### config.mk
export PLATFORM = sky130hd
export DESIGN_NAME = irq_cause_ctrl
export DESIGN_NICKNAME = d
export VERILOG_FILES = /design/src/rtl/irq_cause_pkg.sv /design/src/rtl/irq_cause_bank.sv /design/src/rtl/irq_cause_summary.sv /design/src/rtl/irq_cause_ctrl.sv
export SDC_FILE = /design/constraint.sdc
export NUM_CORES = 1
export LEC_CHECK = 0
export ABC_AREA = 1
export BUFFER_PORTS_ARGS = -buffer_cell sky130_fd_sc_hd__buf_2
export CAP_MARGIN = 0
export CORE_UTILIZATION = 60
export CTS_CLUSTER_DIAMETER = 100
export DETAILED_ROUTE_END_ITERATION = 12
export PLACE_DENSITY = 0.81
export SLEW_MARGIN = 10
export SYNTH_ARGS = -nofsm -noshare
export SYNTH_HDL_FRONTEND = slang
export SYNTH_SLANG_ARGS = --single-unit
### constraint.sdc
create_clock -name clk_i -period 1.75 [get_ports clk_i]
set_input_delay 0.175 -clock clk_i [delete_from_list [all_inputs] [get_ports clk_i]]
set_output_delay 0.175 -clock clk_i [all_outputs]
set_load 0.02 [all_outputs]
### src/rtl/irq_cause_pkg.sv
package irq_cause_pkg;
  localparam int NUM_BANKS = 3;
  localparam int ADDR_W    = 12;

  localparam logic [4:0] OFF_CAUSE = 5'h00;
  localparam logic [4:0] OFF_MVAL  = 5'h04;
  localparam logic [4:0] OFF_MSET  = 5'h08;
  localparam logic [4:0] OFF_MCLR  = 5'h0C;
  localparam logic [4:0] OFF_MODE  = 5'h10;

  localparam logic [ADDR_W-1:0] ADDR_PCAUSE = 12'h100;
  localparam logic [ADDR_W-1:0] ADDR_PMASK  = 12'h104;

  typedef enum logic [1:0] {
    BANK_RX   = 2'd0,
    BANK_TX   = 2'd1,
    BANK_MISC = 2'd2
  } bank_e;
endpackage

### src/rtl/irq_cause_bank.sv
module irq_cause_bank
  import irq_cause_pkg::*;
#(
  parameter int DW = 32
) (
  input  logic          clk_i,
  input  logic          rst_ni,
  input  logic [DW-1:0] evt_i,
  input  logic          sel_i,
  input  logic [4:0]    off_i,
  input  logic          we_i,
  input  logic          re_i,
  input  logic [DW-1:0] wdata_i,
  output logic [DW-1:0] cause_o,
  output logic [DW-1:0] mask_o,
  output logic [DW-1:0] mode_o,
  output logic          pend_o
);
  logic [DW-1:0] cause_q, mask_q, mode_q, clr;

  always_comb begin
    clr = '0;
    if (sel_i && we_i && off_i == OFF_CAUSE) clr |= wdata_i & ~mode_q;
    if (sel_i && re_i && off_i == OFF_CAUSE) clr |= mode_q;
  end

  always_ff @(posedge clk_i or negedge rst_ni) begin
    if (!rst_ni) begin
      cause_q <= '0;
      mask_q  <= '1;
      mode_q  <= '0;
    end else begin
      // set has priority over any clear
      cause_q <= (cause_q & ~clr) | evt_i;
      if (sel_i && we_i) begin
        case (off_i)
          OFF_MSET: mask_q <= mask_q | wdata_i;
          OFF_MCLR: mask_q <= mask_q & ~wdata_i;
          OFF_MODE: mode_q <= wdata_i;
          default: ;
        endcase
      end
    end
  end

  assign cause_o = cause_q;
  assign mask_o  = mask_q;
  assign mode_o  = mode_q;
  assign pend_o  = |(cause_q & ~mask_q);
endmodule

### src/rtl/irq_cause_summary.sv
module irq_cause_summary #(
  parameter int NB = 3,
  parameter int DW = 32
) (
  input  logic          clk_i,
  input  logic          rst_ni,
  input  logic [NB-1:0] pend_i,
  input  logic          rd_i,
  input  logic          pm_we_i,
  input  logic [DW-1:0] wdata_i,
  output logic [NB-1:0] pc_o,
  output logic [DW-1:0] pmask_o,
  output logic          irq_o
);
  logic [NB-1:0] pc_q;
  logic [DW-1:0] pmask_q;

  always_ff @(posedge clk_i or negedge rst_ni) begin
    if (!rst_ni) begin
      pc_q    <= '0;
      pmask_q <= '1;
    end else begin
      pc_q <= (pc_q & ~{NB{rd_i}}) | pend_i;
      if (pm_we_i) pmask_q <= wdata_i;
    end
  end

  assign pc_o    = pc_q;
  assign pmask_o = pmask_q;
  assign irq_o   = |(pc_q & ~pmask_q[NB-1:0]);
endmodule

### src/rtl/irq_cause_ctrl.sv
module irq_cause_ctrl
  import irq_cause_pkg::*;
#(
  parameter int DW = 32
) (
  input  logic              clk_i,
  input  logic              rst_ni,
  input  logic [DW-1:0]     rx_evt_i,
  input  logic [DW-1:0]     tx_evt_i,
  input  logic [DW-1:0]     misc_evt_i,
  input  logic [ADDR_W-1:0] reg_addr_i,
  input  logic              reg_we_i,
  input  logic [DW-1:0]     reg_wdata_i,
  input  logic              reg_re_i,
  output logic [DW-1:0]     reg_rdata_o,
  output logic              irq_o
);
  localparam int NB = NUM_BANKS;

  logic [NB-1:0][DW-1:0] evt_w, cause_w, mask_w, mode_w;
  logic [NB-1:0]         bank_sel, pend_w, pc_w;
  logic [DW-1:0]         pmask_w, rd_val, rdata_q;
  logic [4:0]            off;

  assign evt_w[BANK_RX]   = rx_evt_i;
  assign evt_w[BANK_TX]   = tx_evt_i;
  assign evt_w[BANK_MISC] = misc_evt_i;
  assign off = reg_addr_i[4:0];

  for (genvar b = 0; b < NB; b++) begin : g_bank
    assign bank_sel[b] = (reg_addr_i[11:8] == 4'h0) && (reg_addr_i[7:5] == 3'(b));
    irq_cause_bank #(.DW(DW)) u_bank (
      .clk_i   (clk_i),
      .rst_ni  (rst_ni),
      .evt_i   (evt_w[b]),
      .sel_i   (bank_sel[b]),
      .off_i   (off),
      .we_i    (reg_we_i),
      .re_i    (reg_re_i),
      .wdata_i (reg_wdata_i),
      .cause_o (cause_w[b]),
      .mask_o  (mask_w[b]),
      .mode_o  (mode_w[b]),
      .pend_o  (pend_w[b])
    );
  end

  irq_cause_summary #(.NB(NB), .DW(DW)) u_sum (
    .clk_i   (clk_i),
    .rst_ni  (rst_ni),
    .pend_i  (pend_w),
    .rd_i    (reg_re_i && reg_addr_i == ADDR_PCAUSE),
    .pm_we_i (reg_we_i && reg_addr_i == ADDR_PMASK),
    .wdata_i (reg_wdata_i),
    .pc_o    (pc_w),
    .pmask_o (pmask_w),
    .irq_o   (irq_o)
  );

  always_comb begin
    rd_val = '0;
    for (int b = 0; b < NB; b++) begin
      if (bank_sel[b]) begin
        case (off)
          OFF_CAUSE: rd_val = cause_w[b];
          OFF_MVAL:  rd_val = mask_w[b];
          OFF_MODE:  rd_val = mode_w[b];
          default: ;
        endcase
      end
    end
    if (reg_addr_i == ADDR_PCAUSE) rd_val = DW'(pc_w);
    if (reg_addr_i == ADDR_PMASK)  rd_val = pmask_w;
  end

  always_ff @(posedge clk_i or negedge rst_ni) begin
    if (!rst_ni)       rdata_q <= '0;
    else if (reg_re_i) rdata_q <= rd_val;
  end

  assign reg_rdata_o = rdata_q;
endmodule

=== Yosys cells after proc, flatten, opt, wreduce, memory -nomap -nowiden ===
Index checks and enable logic that the tools add are counted.

* ROM bits: 0
* Register bits after elaboration: 355
* Bits in latches: 0
* Output and inout port bits: 33
* Memories: 0
* Bits in writable memories: 0
* Logic and storage cells: 104

* Magnitude comparators: 0
* Multiplexer cells: 17
* Shifts and indexed selects: 0
* Multiply operators: 0
* Reduce and logical (&&, ||, !) cells: 31
* Div/mod/pow operators: 0
* Eq/ne operators: 8
* Bitwise operators: 36
* Add/sub/neg operators: 0

{| class="wikitable"
|+ Operators with widths
! operator !! number
|-
| bitwise AND 32 bit || 12
|-
| 2-to-1 mux 32 bit || 11
|-
| inverter 32 bit || 10
|-
| bitwise OR 32 bit || 9
|-
| one-hot mux 32 bit (3 select lines) || 3
|-
| one-hot mux 32 bit (2 select lines) || 3
|-
| OR reduction 32 bit || 3
|-
| equality test 12 x 9 -> 1 bit (second input constant) || 2
|-
| logical AND 1 bit || 17
|-
| AND reduction 2 bit || 6
|-
| equality test 5 x 4 -> 1 bit (second input constant) || 2
|-
| bitwise AND 3 bit || 2
|-
| inverter 3 bit || 2
|-
| equality test 5 x 3 -> 1 bit (second input constant) || 1
|-
| equality test 5 bit (second input constant) || 1
|-
| zero test 5 bit || 1
|-
| zero test 4 bit || 1
|-
| equality test 3 x 1 -> 1 bit (second input constant) || 1
|-
| equality test 3 x 2 -> 1 bit (second input constant) || 1
|-
| zero test 3 bit || 1
|-
| bitwise OR 3 bit || 1
|-
| OR reduction 3 bit || 1
|-
| nonzero test 2 bit || 1
|}

=== Depth between registers and ports, before layout ===
Gate-level depths: netlist of the first run.

* Word-level depth: 10
* Depth in mapped cells: 12
* Mapped depth without buffers: 11

=== Hierarchy ===
Synthesis of the first run repeated with hierarchy kept, for this count alone.

* Cells, all modules: 2879
* Area, all modules: 20106.8 um^2

{| class="wikitable"
|+ By module, submodules not included
! module !! cells an instance !! instances !! area each (um^2) !! sequential area each (um^2)
|-
| irq_cause_bank || 614 || 3 || 4683.2 || 2442.3
|-
| irq_cause_ctrl || 889 || 1 || 4478.0 || 800.8
|-
| irq_cause_summary || 148 || 1 || 1579.0 || 915.9
|}

=== Worst setup path before layout of the first run ===
Ideal clock, no wire load.

* Path type: input to register
* Start point: in reg_addr_i[11]
* End point: reg g_bank[0].u_bank.cause_q[10]
* Setup slack: 0.220 ns
* Stages: 8
* Data arrival time: 1.406 ns
* Required time: 1.626 ns
* Buffers on the path: 2
* Cell sequence: nor2_1 nand3_2 nor2_1 buf_2 nand3_1 clkbuf_1 nor3_1 o21bai_1

* Cells in the longest elaborated chain, start to end: 10

{| class="wikitable"
|+ RTL lines
! what !! RTL line !! RTL
|-
| start, declared || irq_cause_ctrl.sv:11 || <nowiki>input logic [ADDR_W-1:0] reg_addr_i,</nowiki>
|-
| zero test 4 bit * || irq_cause_ctrl.sv:31 || <nowiki>assign bank_sel[b] = (reg_addr_i[11:8] == 4'h0) && (reg_addr_i[7:5] == 3'(b));</nowiki>
|-
| logical AND 1 bit * || irq_cause_ctrl.sv:31 ||
|-
| logical AND 1 bit (2 in series) || irq_cause_bank.sv:23 || <nowiki>if (sel_i && we_i && off_i == OFF_CAUSE) clr |= wdata_i & ~mode_q;</nowiki>
|-
| 2-to-1 mux 32 bit || irq_cause_bank.sv:23 ||
|-
| bitwise OR 32 bit || irq_cause_bank.sv:24 || <nowiki>if (sel_i && re_i && off_i == OFF_CAUSE) clr |= mode_q;</nowiki>
|-
| 2-to-1 mux 32 bit * || irq_cause_bank.sv:24 ||
|-
| inverter 32 bit * || irq_cause_bank.sv:34 || <nowiki>cause_q <= (cause_q & ~clr) | evt_i;</nowiki>
|-
| bitwise AND 32 bit * || irq_cause_bank.sv:34 ||
|-
| bitwise OR 32 bit * || irq_cause_bank.sv:34 ||
|-
| end signal, assigned || irq_cause_bank.sv:34 ||
|-
| end, declared || irq_cause_bank.sv:19 || <nowiki>logic [DW-1:0] cause_q, mask_q, mode_q, clr;</nowiki>
|}

Mark *: on every way between the ends. The rest lies on a longest branch, timed or not.
A chain may end at the register's enable or synchronous reset.

=== Final worst setup path of the first run ===
* Start point: reg u_sum.pmask_q[0] (netlist: u_sum.pmask_o[0])
* End point: out irq_o

* Cells in the longest elaborated chain, start to end: 3

{| class="wikitable"
|+ RTL lines
! what !! RTL line !! RTL
|-
| start, declared || irq_cause_summary.sv:16 || <nowiki>logic [DW-1:0] pmask_q;</nowiki>
|-
| start signal, assigned || irq_cause_summary.sv:24 || <nowiki>if (pm_we_i) pmask_q <= wdata_i;</nowiki>
|-
| inverter 3 bit || irq_cause_summary.sv:30 || <nowiki>assign irq_o = |(pc_q & ~pmask_q[NB-1:0]);</nowiki>
|-
| bitwise AND 3 bit || irq_cause_summary.sv:30 ||
|-
| OR reduction 3 bit || irq_cause_summary.sv:30 ||
|-
| end, declared || irq_cause_ctrl.sv:16 || <nowiki>output logic irq_o</nowiki>
|}

No other way between the ends.

==> results.py, run 1 <==
metrics = {
    "grt": {
        "grt-ovfl-total": 0,
        "antenna_found_initial": 1,
        "grt_util_met1_pct": 49.7,
        "grt_start_max_net_pins": 65,
        "met3_usage_pct": 5.85,
        "track_usage_pct": 40.6,
        "grt_util_met2_pct": 66.2,
        "grt_pass1_wl_mm": 99.1,
        "busiest_layer": "met2",
        "grt_pass1_vias": 18854,
    },
    "run": {
        "cap_violations": 0,
    },
    "placed_design": {
        "gp_congestion": 0.927,
        "port_buffers": 176,
        "dp_slack_ns": -0.117,
        "hpwl_mm": 41.4,
    },
    "final_layout": {
        "final_util_pct": 76.2,
        "layout-drive-gt1-share_pct": 18.2,
        "area_growth_pct": 25.2,
        "multi_input_area_sq_um": 8260,
        "ff_latch_area_sq_um": 9040,
        "fin_nets": 2848,
        "fill_cells": 2195,
        "final_cell_mix": "808 x nand2_1, 227 x dfrtp_1, 210 x o21ai_0, 177 x inv_1, 175 x buf_2",
        "layout_commonest_cell": "nand2_1",
    },
    "sta": {
        "rsz0062_at_grt": "false",
        "hold_violations": 0,
        "finalCritPeriodShare_pct": 96.9,
        "tightest_slew_ns": 0.535,
        "min_period_ns": 1.69,
        "fin_hold_ws_ns": 0.0120,
        "report.final.slew_viol_count": 0,
        "finalClockSkew_ns": 0.0134,
        "finalSetupViolCount": 0,
        "setup_slack_ns": 0.0551,
        "fmax_ghz": 0.590,
        "slew_headroom_pct": 63.9,
    },
    "hold_path": {
        "hold_class": "input port to register",
    },
    "setup_path": {
        "cp_max_fo": 3,
        "start_kind": "register",
        "crit_type": "register to output pin",
        "required_ns": 1.57,
        "worst_setup_path_end_kind": "output pin",
        "worstPathArrival_ns": 1.52,
    },
    "floorplan": {
        "core_area_sq_um": 30500,
        "io_pins": 177,
        "die_h_um": 178,
        "initial_utilization_pct": 60.9,
        "die_area_sq_um": 31700,
        "die_w_um": 178,
        "rows": 64,
    },
    "clock_network": {
        "htreeDepth": 2,
        "clock_sink_count": 355,
        "clk_pin_slew_ns": 0.06,
        "cts_tree": "done",
        "clock_latency_ns": 0.53,
        "clockBufferDepth": 3,
        "cts_setup_buffers": 0,
        "root_buffer": "clkbuf_16",
        "numCtsBuffers": 39,
    },
    "drt": {
        "vias_per_cell": 6.12,
        "wl_per_cell_um": 20.2,
        "remaining_drc_errors": 0,
        "wl_mm": 63.3,
        "first_pass_iters": 8,
        "via_count": 19174,
        "antenna_left": 0,
        "drt_iter0_markers": 2180,
    },
    "pwr": {
        "seqPwrFrac_pct": 46.2,
        "p_sw_share_pct": 24.1,
        "vdd_drop_max_v": 0.000824,
        "p_per_area_nw_per_um2": 782,
        "power.share.clock_pct": 45.7,
        "power_frac_comb_pct": 8.1,
        "netSwitchingPower_w": 0.00438,
        "intPower_w": 0.0138,
        "p_leak_nw": 11.1,
    },
    "yosys": {
        "synth-seq-cells": 355,
        "syn_area_sq_um": 18600,
        "synth_cell_types": 34,
        "ys_warn_count": 0,
        "syn_avg_cell_area_sq_um": 7.73,
        "yosysSeqAreaShare_pct": 48.7,
        "syn_nets": 2548,
        "syn_inst": 2404,
    },
    "outcome": {
        "status": "complete, no violations",
    },
}
power by group through the flow:
| stage | Combinational (W) | Sequential (W) | Clock, W |
|---|---|---|---|
| after global placement | 0.00120 | 0.00853 | 0 |
| final | 0.00148 | 0.00840 | 0.00831 |
| after detailed placement | 0.00122 | 0.00853 | 0 |
| after floorplan | 0.000417 | 0.00856 | 0 |
| after global routing | 0.00158 | 0.00840 | 0.00867 |
| after CTS | 0.00144 | 0.00839 | 0.00834 |
routing by layer:
layer | vias up | wire length (um)
met5 | - | 15
met4 | 2 | 4830
met3 | 298 | 5100
met2 | 1116 | 29900
met1 | 9099 | 23500
li1 | 8659 | -
cell families (layout without fill, tap and decap cells):
group                  count (synthesis)  after routing  synth area share, %
other                                  0              1                    0
AOI/OAI and AO/OA                    437            437                 14.0
DFF                                  355            355                 48.7
buffers and inverters                332            662                 7.17
and+or+nand+nor                     1280           1280                 30.2
cells in the mapped netlist, drive strengths merged:
library cell / instances / area (sq um)
dfstp: 128 / 3360
o22ai: 25 / 156
o221ai: 1 / 8.76
o2111ai: 2 / 17.5
nor2: 62 / 265
o21ai: 239 / 1200
a211oi: 1 / 7.51
buf: 68 / 340
o31ai: 32 / 240
o211ai: 1 / 7.51
nand3b: 2 / 15.0
a21oi: 30 / 150
nand2: 810 / 3050
nand4: 144 / 901
o21bai: 96 / 721
nor4: 6 / 43.8
nand3: 154 / 801
and2: 1 / 6.26
inv: 179 / 672
clkbuf: 85 / 319
nor3: 101 / 532
a221oi: 10 / 87.6
dfrtp: 227 / 5680
worst max-delay path, stage by stage, from the launching register on:
cell,delay (ns)
dfstp_2,0.57
inv_1,0.04
nand2_1,0.05
o221ai_1,0.13
buf_2,0.19
what timing repair did:
item                                    4_1_cts  5_1_grt
hold buffers                                129        0
endpoints found under the setup margin        0        1
endpoints found under the hold margin       347        0
gates resized for setup                       0        1
metrics by stage:
step / cell area [sq um] / total power, W / instances / setup TNS, ns
after global routing: 23300 / 0.0186 / 3130 / 0
after global placement: 20700 / 0.00973 / 2930 / -2.79
after CTS: 23300 / 0.0182 / 3130 / 0
final: 23300 / 0.0182 / 3131 / 0
after floorplan: 18600 / 0.00898 / 2404 / 0
after detailed placement: 20700 / 0.00974 / 2930 / -10.26
cell type report:
cell class | count | share of cell area [%]
antenna | 1 | 0.0108
clock buffer | 61 | 5.21
clock inverter | 10 | 0.339
inverter | 179 | 2.89
sequential | 355 | 38.9
tap | 396 | 2.13
multi-input combinational | 1717 | 35.5
timing repair buffer | 412 | 15.0
final timing paths:
kind	cells after the start	slack (ns)	to	from
min reg2reg	2	0.48	u_sum.pmask_o[4]$_DFFE_PN1P_	u_sum.pmask_o[4]$_DFFE_PN1P_
max in group asynchronous	3	0.81	async pin	rst_ni
max	4	0.06	irq_o	u_sum.pmask_o[0]$_DFFE_PN1P_
min in group asynchronous	2	0.17	g_bank[0].u_bank.mode_o[22]$_DFFE_PN0P_	rst_ni
min	4	0.01	reg_rdata_o[1]$_DFFE_PN0P_	reg_re_i
max reg2reg	6	0.14	u_sum.pc_o[1]$_DFF_PN0_	register
Note: power is estimated with default switching activity, not from simulation.
==> inputs of run 2 (changes only) <==
--- a/config.mk
+++ b/config.mk
@@ -8,8 +8,10 @@
 export ABC_AREA = 1
 export BUFFER_PORTS_ARGS = -buffer_cell sky130_fd_sc_hd__buf_2
 export CAP_MARGIN = 0
+export CORE_MARGIN = 2
 export CORE_UTILIZATION = 60
 export CTS_CLUSTER_DIAMETER = 100
+export CTS_CLUSTER_SIZE = 12
 export DETAILED_ROUTE_END_ITERATION = 12
 export PLACE_DENSITY = 0.81
 export SLEW_MARGIN = 10
==> run 2 against run 1 <==
Against the previous run: global-route usage down 1.4 points; register-to-register slack better by 0.04 ns; worst hold slack better by 0.15 ns; flip-flop and latch count unchanged; critical path type unchanged; critical endpoint unchanged; largest cell class unchanged.
==> results.py, run 2 (synthesized netlist as in run 1, its figures left out) <==
metrics = {
    "floorplan": {
        "core_area_sq_um": 30500,
        "die_w_um": 180,
        "die_area_sq_um": 32400,
        "io_pins": 177,
        "rows": 64,
        "initial_utilization_pct": 60.9,
        "die_h_um": 180,
    },
    "clock_network": {
        "clk_pin_slew_ns": 0.07,
        "root_buffer": "clkbuf_16",
        "clockBufferDepth": 3,
        "htreeDepth": 2,
        "numCtsBuffers": 35,
        "cts_tree": "done",
        "clock_latency_ns": 0.53,
        "clock_sink_count": 355,
    },
    "setup_path": {
        "crit_type": "register to output pin",
        "worstReg2RegEnd": "u_sum.pc_o[0]$_DFF_PN0_",
        "reg2reg_depth": 7,
        "cp_max_fo": 3,
        "critPathCapture": "irq_o",
        "required_ns": 1.57,
        "worstPathArrival_ns": 1.49,
        "worst_setup_path_end_kind": "output pin",
        "path_cells": "inv_1, nand2_1, o221ai_2, buf_4",
        "cpPeakStageDelay_ns": 0.56,
        "reg2reg_slack_ns": 0.18,
        "critPathLaunch": "u_sum.pmask_o[0]$_DFFE_PN1P_",
        "start_kind": "register",
        "slowest_stage": "dfstp_2",
    },
    "sta": {
        "fin_hold_ws_ns": 0.167,
        "fmax_ghz": 0.600,
        "hold_violations": 0,
        "min_period_ns": 1.67,
        "finalCritPeriodShare_pct": 95.3,
        "finalSetupViolCount": 0,
        "tightest_slew_ns": 0.503,
        "final.setup.tns_ns": 0,
        "slew_headroom_pct": 66.2,
        "rsz0062_at_grt": "false",
        "report.final.slew_viol_count": 0,
        "finalClockSkew_ns": 0.0108,
    },
    "final_layout": {
        "layout_commonest_cell": "nand2_1",
        "antennaDiodeCount": 0,
        "fin_nets": 2851,
        "layout-drive-gt1-share_pct": 17.6,
        "final_cell_mix": "808 x nand2_1, 227 x dfrtp_1, 210 x o21ai_0, 177 x inv_1, 174 x buf_2",
        "fill_cells": 2219,
        "area_growth_pct": 24.1,
    },
    "pwr": {
        "p_per_area_nw_per_um2": 738,
        "intPower_w": 0.0128,
        "p_sw_share_pct": 24.7,
        "seqPwrFrac_pct": 49.3,
        "power.share.clock_pct": 42.1,
        "netSwitchingPower_w": 0.00421,
        "power_frac_comb_pct": 8.6,
        "vdd_drop_max_v": 0.000690,
        "p_leak_nw": 10.9,
    },
    "placed_design": {
        "hpwl_mm": 42.1,
        "port_buffers": 176,
        "gp_congestion": 0.937,
    },
    "hold_path": {
        "hold_class": "input port to async pin",
    },
    "grt": {
        "grt_pass1_wl_mm": 101,
        "antenna_found_initial": 2,
        "grt-ovfl-total": 0,
        "grt_pass1_vias": 19149,
        "track_usage_pct": 39.3,
        "grt_start_max_net_pins": 65,
    },
    "drt": {
        "wl_mm": 63.1,
        "wl_per_cell_um": 20.2,
        "drt_iter0_markers": 2069,
        "first_pass_iters": 6,
        "vias_per_cell": 6.12,
        "remaining_drc_errors": 0,
        "via_count": 19140,
        "antenna_left": 0,
    },
    "outcome": {
        "status": "complete, no violations",
    },
    "run": {
        "cap_violations": 0,
    },
}
[run 2: cell count changes in the layout (fill, tap and decap cells not counted), sizes merged]
cell / before / now
bufinv: 1 / 0
buf: 283 / 289
clkinv: 9 / 0
diode: 1 / 0
dlygate4sd3: 129 / 130
clkinvlp: 0 / 1
[run 2: layout make-up]
class / count / area, sq um / share of cell area [%]
Sequential cell: 355 / 9040 / 39.2
Clock inverter: 1 / 7.51 / 0.0326
Clock buffer: 61 / 1020 / 4.41
Inverter: 179 / 672 / 2.91
Multi-Input combinational cell: 1717 / 8260 / 35.8
Timing Repair Buffer: 419 / 3570 / 15.5
Tap cell: 396 / 495 / 2.15
[run 2: worst min path at each step]
stage,from,slack [ns],depth (start not counted),end
final,rst_ni,0.17,2,g_bank[1].u_bank.cause_o[30]$_DFF_PN0_
after CTS,reg_addr_i[9],0.15,5,reg_rdata_o[0]$_DFFE_PN0P_
after floorplan,rst_ni,-0.12,0,g_bank[0].u_bank.cause_o[0]$_DFF_PN0_
after global placement,rst_ni,0.12,1,g_bank[1].u_bank.cause_o[30]$_DFF_PN0_
after global routing,rst_ni,0.21,2,g_bank[1].u_bank.cause_o[30]$_DFF_PN0_
after detailed placement,rst_ni,0.11,1,g_bank[1].u_bank.cause_o[30]$_DFF_PN0_
[run 2: metrics by stage]
| step | instances | instance area [sq um] | util (%) | setup WS, ns | power [W] |
|---|---|---|---|---|---|
| 4_1_cts | 3128 | 23100 | 75.6 | 0.0222 | 0.0170 |
| 5_1_grt | 3128 | 23100 | 75.6 | 0.0238 | 0.0175 |
| 3_5_place_dp | 2936 | 20700 | 67.9 | -0.208 | 0.00973 |
| 6_report | 3128 | 23100 | 75.6 | 0.0820 | 0.0170 |
| 2_1_floorplan | 2404 | 18600 | - | 0.220 | 0.00898 |
| 3_3_place_gp | 2936 | 20700 | 67.9 | -0.181 | 0.00971 |
[run 2: worst max-delay path: cells and delay by family, from the launching register on]
kind                   cells  cell delay, ns
AND/OR/NAND/NOR            1            0.06
AO/OA/AOI/OAI              1            0.12
buffers and inverters      2            0.22
flip-flops                 1            0.56
[run 2: layer usage]
metal,global-route usage (%),routed length [um]
met5,0,11
met1,47.9,23000
met2,64.8,29900
met4,26.5,4960
met3,5.94,5210
[run 2: power by group through the flow]
stage	clock, W	combinational (W)	sequential, W
6_report	0.00717	0.00147	0.00839
5_1_grt	0.00752	0.00158	0.00839
4_1_cts	0.00720	0.00144	0.00838
3_5_place_dp	0	0.00121	0.00852
3_3_place_gp	0	0.00119	0.00852
2_1_floorplan	0	0.000417	0.00856
[run 2: timing repair]
action | CTS | global route
hold endpoints to repair | 388 | 0
buffers inserted | 0 | 0
setup endpoints to repair | 0 | 1
hold buffers | 130 | 0
gates resized for setup | 0 | 2
